`src/rtl/rxr_pkg.sv`:
```
package rxr_pkg;
  localparam int FL_OWN  = 15;
  localparam int FL_BUFF = 13;
  localparam int FL_OFLO = 12;
  localparam int FL_STP  = 9;
  localparam int FL_ENP  = 8;

  typedef enum logic [3:0] {
    ST_IDLE, ST_DROP, ST_FRD, ST_FWT, ST_DATA,
    ST_NRD, ST_NWT, ST_WB3, ST_WB1
  } rxr_st_e;

  typedef enum logic [1:0] {WB_MID, WB_END, WB_OVF} rxr_wb_e;
endpackage

```
`src/rtl/rxr_ring_ptr.sv`:
```
module rxr_ring_ptr #(
  parameter int AW = 24,
  parameter int MAX_LOG2 = 7,
  localparam int IDX_W = MAX_LOG2
) (
  input  logic             clk,
  input  logic             rst_n,
  input  logic             init,
  input  logic [AW-1:0]    base_in,
  input  logic [7:0]       len_code,
  input  logic             adv,
  output logic [IDX_W-1:0] idx,
  output logic [IDX_W-1:0] nidx,
  output logic [AW-1:0]    base,
  output logic [IDX_W-1:0] mask
);
  logic [4:0]       req_lg;
  logic [4:0]       use_lg;
  logic [IDX_W-1:0] mask_n;

  assign req_lg = len_code[7:3];
  assign use_lg = (req_lg > 5'(MAX_LOG2)) ? 5'(MAX_LOG2) : req_lg;

  for (genvar g = 0; g < IDX_W; g++) begin : g_mask
    assign mask_n[g] = (use_lg > 5'(g));
  end

  assign nidx = (idx + 1'b1) & mask;

  always_ff @(posedge clk or negedge rst_n) begin
    if (!rst_n) begin
      base <= '0;
      mask <= '0;
      idx  <= '0;
    end else if (init) begin
      base <= base_in;
      mask <= mask_n;
      idx  <= '0;
    end else if (adv) begin
      idx  <= nidx;
    end
  end
endmodule

```
`src/rtl/rxr_buf_cursor.sv`:
```
module rxr_buf_cursor #(
  parameter int AW = 24
) (
  input  logic          clk,
  input  logic          rst_n,
  input  logic          load,
  input  logic [AW-1:0] load_addr,
  input  logic [15:0]   load_neg,
  input  logic          step,
  output logic [AW-1:0] addr,
  output logic [15:0]   cnt,
  output logic          full
);
  logic [15:0] neg;

  assign full = (neg == 16'd0);

  always_ff @(posedge clk or negedge rst_n) begin
    if (!rst_n) begin
      addr <= '0;
      neg  <= '0;
      cnt  <= '0;
    end else if (load) begin
      addr <= load_addr;
      neg  <= load_neg;
      cnt  <= '0;
    end else if (step) begin
      addr <= addr + 1'b1;
      neg  <= neg + 16'd1;
      cnt  <= cnt + 16'd1;
    end
  end
endmodule

```
`src/rtl/rxr_scatter.sv`:
```
module rxr_scatter
  import rxr_pkg::*;
#(
  parameter int AW = 24,
  parameter int MAX_LOG2 = 7,
  localparam int IDX_W = MAX_LOG2,
  localparam int MW = AW - 1
) (
  input  logic             clk,
  input  logic             rst_n,
  input  logic             init,
  input  logic [AW-1:0]    ring_base,
  input  logic [7:0]       ring_len_code,
  input  logic             rx_en,
  input  logic             in_valid,
  output logic             in_ready,
  input  logic [7:0]       in_data,
  input  logic             in_last,
  output logic             mem_rd,
  output logic             mem_wr,
  output logic [MW-1:0]    mem_addr,
  output logic [15:0]      mem_wdata,
  output logic [1:0]       mem_be,
  input  logic [15:0]      mem_rdata,
  output logic             miss_evt,
  output logic             rint_evt,
  output logic [IDX_W-1:0] cur_idx
);
  rxr_st_e          st;
  rxr_wb_e          wbm;
  logic [1:0]       k;
  logic             first;
  logic [7:0]       fl;
  logic [7:0]       hi;
  logic [15:0]      lo;

  logic [IDX_W-1:0] nidx;
  logic [IDX_W-1:0] ring_mask;
  logic [AW-1:0]    rbase;
  logic             adv;

  logic [AW-1:0]    cur_addr;
  logic [15:0]      cur_cnt;
  logic             cur_full;
  logic             load;
  logic             step;

  logic [IDX_W-1:0] dsel;
  logic [1:0]       woff;
  logic [AW-1:0]    daddr;
  logic [7:0]       nfl;
  logic             byte_wr;

  rxr_ring_ptr #(.AW(AW), .MAX_LOG2(MAX_LOG2)) u_ptr (
    .clk(clk), .rst_n(rst_n), .init(init), .base_in(ring_base),
    .len_code(ring_len_code), .adv(adv), .idx(cur_idx), .nidx(nidx),
    .base(rbase), .mask(ring_mask)
  );

  rxr_buf_cursor #(.AW(AW)) u_cur (
    .clk(clk), .rst_n(rst_n), .load(load), .load_addr(AW'({hi, lo})),
    .load_neg(mem_rdata), .step(step), .addr(cur_addr), .cnt(cur_cnt),
    .full(cur_full)
  );

  assign dsel    = (st == ST_NRD) ? nidx : cur_idx;
  assign daddr   = rbase + AW'({dsel, 3'b000});
  assign byte_wr = (st == ST_DATA) && in_valid && !cur_full;
  assign step    = byte_wr;
  assign load    = (st == ST_FWT) && (k == 2'd2);
  assign adv     = (st == ST_WB1);

  always_comb begin
    nfl = fl;
    if (first) nfl[FL_STP-8] = 1'b1;
    case (wbm)
      WB_END: begin
        nfl[FL_ENP-8] = 1'b1;
        nfl[FL_OWN-8] = 1'b0;
      end
      WB_OVF: begin
        nfl[FL_BUFF-8] = 1'b1;
        nfl[FL_OFLO-8] = 1'b1;
        nfl[FL_OWN-8]  = 1'b0;
      end
      default: ;
    endcase
  end

  always_comb begin
    in_ready  = 1'b0;
    mem_rd    = 1'b0;
    mem_wr    = 1'b0;
    mem_be    = 2'b11;
    mem_wdata = '0;
    woff      = 2'd1;
    case (st)
      ST_FRD:  begin mem_rd = 1'b1; woff = k; end
      ST_NRD:  mem_rd = 1'b1;
      ST_DATA: begin
        in_ready  = !cur_full;
        mem_wr    = byte_wr;
        mem_be    = cur_addr[0] ? 2'b10 : 2'b01;
        mem_wdata = {in_data, in_data};
      end
      ST_DROP: in_ready = 1'b1;
      ST_WB3:  begin mem_wr = 1'b1; woff = 2'd3; mem_wdata = cur_cnt; end
      ST_WB1:  begin mem_wr = 1'b1; mem_wdata = {nfl, hi}; end
      default: ;
    endcase
    if (st == ST_DATA) mem_addr = cur_addr[AW-1:1];
    else               mem_addr = daddr[AW-1:1] + MW'(woff);
  end

  always_ff @(posedge clk or negedge rst_n) begin
    if (!rst_n) begin
      st       <= ST_IDLE;
      wbm      <= WB_END;
      k        <= 2'd1;
      first    <= 1'b0;
      fl       <= '0;
      hi       <= '0;
      lo       <= '0;
      miss_evt <= 1'b0;
      rint_evt <= 1'b0;
    end else begin
      miss_evt <= 1'b0;
      rint_evt <= 1'b0;
      case (st)
        ST_IDLE: if (in_valid) begin
          if (!rx_en) st <= ST_DROP;
          else begin
            st    <= ST_FRD;
            k     <= 2'd1;
            first <= 1'b1;
          end
        end
        ST_FRD: st <= ST_FWT;
        ST_FWT: begin
          case (k)
            2'd1: begin
              fl <= mem_rdata[15:8];
              hi <= mem_rdata[7:0];
              if (first && !mem_rdata[FL_OWN]) begin
                miss_evt <= 1'b1;
                st       <= ST_DROP;
              end else begin
                k  <= 2'd0;
                st <= ST_FRD;
              end
            end
            2'd0: begin
              lo <= mem_rdata;
              k  <= 2'd2;
              st <= ST_FRD;
            end
            default: st <= ST_DATA;
          endcase
        end
        ST_DATA: if (in_valid) begin
          if (cur_full) st <= ST_NRD;
          else if (in_last) begin
            wbm <= WB_END;
            st  <= ST_WB3;
          end
        end
        ST_NRD: st <= ST_NWT;
        ST_NWT: begin
          wbm <= mem_rdata[FL_OWN] ? WB_MID : WB_OVF;
          st  <= ST_WB3;
        end
        ST_WB3: st <= ST_WB1;
        ST_WB1: begin
          case (wbm)
            WB_MID: begin
              first <= 1'b0;
              k     <= 2'd1;
              st    <= ST_FRD;
            end
            WB_END: begin
              rint_evt <= 1'b1;
              st       <= ST_IDLE;
            end
            default: begin
              rint_evt <= 1'b1;
              st       <= ST_DROP;
            end
          endcase
        end
        ST_DROP: if (in_valid && in_last) st <= ST_IDLE;
        default: st <= ST_IDLE;
      endcase
    end
  end
endmodule

```
`config.mk`:
```
export PLATFORM = sky130hd
export DESIGN_NAME = rxr_scatter
export DESIGN_NICKNAME = d
export VERILOG_FILES = /design/src/rtl/rxr_pkg.sv /design/src/rtl/rxr_ring_ptr.sv /design/src/rtl/rxr_buf_cursor.sv /design/src/rtl/rxr_scatter.sv
export SDC_FILE = /design/constraint.sdc
export NUM_CORES = 1
export LEC_CHECK = 0
export BUFFER_PORTS_ARGS = -buffer_cell sky130_fd_sc_hd__buf_2
export CELL_PAD_IN_SITES_DETAIL_PLACEMENT = 0
export CELL_PAD_IN_SITES_GLOBAL_PLACEMENT = 1
export CORE_MARGIN = 2
export CORE_UTILIZATION = 48
export CTS_CLUSTER_DIAMETER = 60
export CTS_CLUSTER_SIZE = 8
export DETAILED_ROUTE_END_ITERATION = 10
export PLACE_DENSITY = 0.95
export SETUP_SLACK_MARGIN = 0.5
export SLEW_MARGIN = 20
export SYNTH_ARGS = -nofsm -noshare
export SYNTH_HDL_FRONTEND = slang
export SYNTH_HIERARCHICAL = 1
export SYNTH_SLANG_ARGS = --single-unit
```
`constraint.sdc`:
```
create_clock -name clk -period 11.57 [get_ports clk]
set_input_delay 0 -clock clk [delete_from_list [all_inputs] [get_ports clk]]
set_output_delay 0 -clock clk [all_outputs]
set_load 0.05 [all_outputs]
```
==> results.cfg <==
[floorplanning]
initial_core_util_pct = 48.8
fp.dieArea_um2 = 18600
io_pins = 115
die_h_um = 136
die_w_um = 136
core_um2 = 17200
std_cell_rows = 48

[routing]
wl_per_cell_um = 17.8
vias = 7565
drt_iter0_drc = 620
drt-total-wl_mm = 23.1
first_pass_iters = 5
ant_nets = 0
viasPerCell = 5.83
drcViolationCount = 0

[global_route]
grt_pass1_wl_mm = 37.2
grt_overflow = 0
grt_usage_pct = 25.6
antenna_found_initial = 0
grt_pass1_vias = 7149
grt_max_degree = 87

[worst_setup_path]
rr_startpoint = st[3]$_DFFE_PN0P_
required_ns = 11.57
cp_slowest_cell = nor2_1
crit_fanout = 13
cpMostUsedCell = nand4_1
startpoint_type = register
arrival_ns = 5.79
timing.critical_path.from = st[3]$_DFFE_PN0P_
max_stage_delay_ns = 0.76
cp_cell_sequence = nand2b_1, nor2_1, mux2_2, ha_1, nand4_1, a21oi_1, or2_1, xnor2_1, nor4_2, nand4_1, o31a_1, o31ai_1, buf_2
critPathKind = register to output pin
end_kind = output pin
rrSetupSlack_ns = 8.27

[layout]
final_nets = 1143
layout-drive-gt1-share_pct = 19.7
final_cell_mix = dfrtp_1 (134), nand2_1 (127), buf_2 (109)
layout_commonest_cell = dfrtp_1
diodes = 0
synthToLayoutAreaGrowth_pct = 21.9

[synthesis]
syn_inst = 918
syn_area_um2 = 8410
synthesis.nets = 1001
syn_avg_cell_area_um2 = 9.16
yosys_warnings = 6

[sta]
drv_slew = 0
finalCriticalPeriod_ns = 5.79
hold_viol = 0
finalSetupViolations = 0
finClkSkew_ns = 0.00730
fin_crit_sh_pct = 50.1
fin_tns_setup_ns = 0
grt_setup_unrepaired = no
fmax_ghz = 0.173
slew_headroom_pct = 39.7
worstMarginPinSlew_ns = 0.902

[power_and_ir_drop]
total_power_w = 0.00198
p_leak_nw = 4.34
p_per_area_nw_per_um2 = 194
ir_worst_vdd_mv = 0.125

[cts]
cts_buffers = 17
post_cts_resized = 0
cts.reportedPaths.clkPinSlew_ns = 0.06
htree_levels = 4
ctsHoldBuffers = 53
root_buffer = clkbuf_16
cts_tree = yes
clkLatencyLatePin_ns = 0.42
max-clock-path-buffers = 2
clock_sinks = 136
cts_setup_buffers = 0

[outcome]
status = complete, no violations

[place]
gp_congestion = 0.927
dpl.hpwl_mm = 15.9
io_buffers = 110

[flow_run]
drv_cap = 0

[min_path]
min_path_type = primary input to register
min_from = in_valid
path summary, 6_finish.rpt:
kind                                                  end  cells past startpoint
worst max-delay path                         mem_addr[22]                     13
worst min-delay path                   wbm[0]$_DFFE_PN1P_                      4
worst max register to register  u_cur/neg[11]$_DFFE_PN0P_                      9
worst min register to register  u_cur/addr[0]$_DFFE_PN0P_                      2
max in group asynchronous        u_cur/neg[4]$_DFFE_PN0P_                      3
min in group asynchronous        u_ptr/idx[3]$_DFFE_PN0P_                      2
routing by layer:
| metal | up-vias | GRT usage, % | part of all wire [%] |
|---|---|---|---|
| met2 | 276 | 41.6 | 48 |
| li1 | 3595 | - | - |
| met3 | 30 | 5.18 | 6.3 |
| met4 | 0 | 8.45 | 2.2 |
| met5 | - | 0 | 0 |
| met1 | 3664 | 34.3 | 44 |
state kept, by name, indices dropped and copies added (netlist names):
signal      cells
u_ptr/mask      7
first           1
u_ptr/idx       7
k               2
fl              8
u_cur/neg      16
wbm             2
u_cur/cnt      16
hi              8
u_ptr/base     23
miss_evt        1
rint_evt        1
lo             16
u_cur/addr     24
st              4
worst max-delay path: cells and delay by family (launching register included):
kind | cells | cell delay, ns
adders and majority gates | 1 | 0.48
muxes | 1 | 0.44
AOI/OAI and AO/OA | 3 | 0.84
and+or+nand+nor | 6 | 2.54
buffers and inverters | 1 | 0.31
xor gates and xnor gates | 1 | 0.25
DFF | 1 | 0.50
power breakdown:
group          total [W]  internal (W)  switching [W]
Clock           0.000559      0.000351       0.000208
Sequential      0.000787      0.000614       0.000173
Combinational   0.000638      0.000242       0.000395
Total            0.00198       0.00121       0.000777
through the flow:
step	utilization (%)	hold slack, ns	instance area [um^2]	std cells	setup WS [ns]
floorplan	-	-0.296	8410	918	6.38
global placement	52.9	0.0470	9110	1213	6.41
detailed placement	52.9	0.0512	9110	1213	6.42
CTS	59.5	0.0269	10300	1298	5.88
global route	59.5	0.0704	10300	1298	5.36
finish	59.5	0.0543	10300	1298	5.78
cell type report:
cell class	instances	area, um^2
sequential	136	3410
fill	1462	6980
multi-input combinational	710	4720
inverter	24	90.1
clock inverter	10	143
clock buffer	22	464
tap	225	282
timing repair buffer	171	1150
Note: power is estimated with default switching activity, not from simulation.
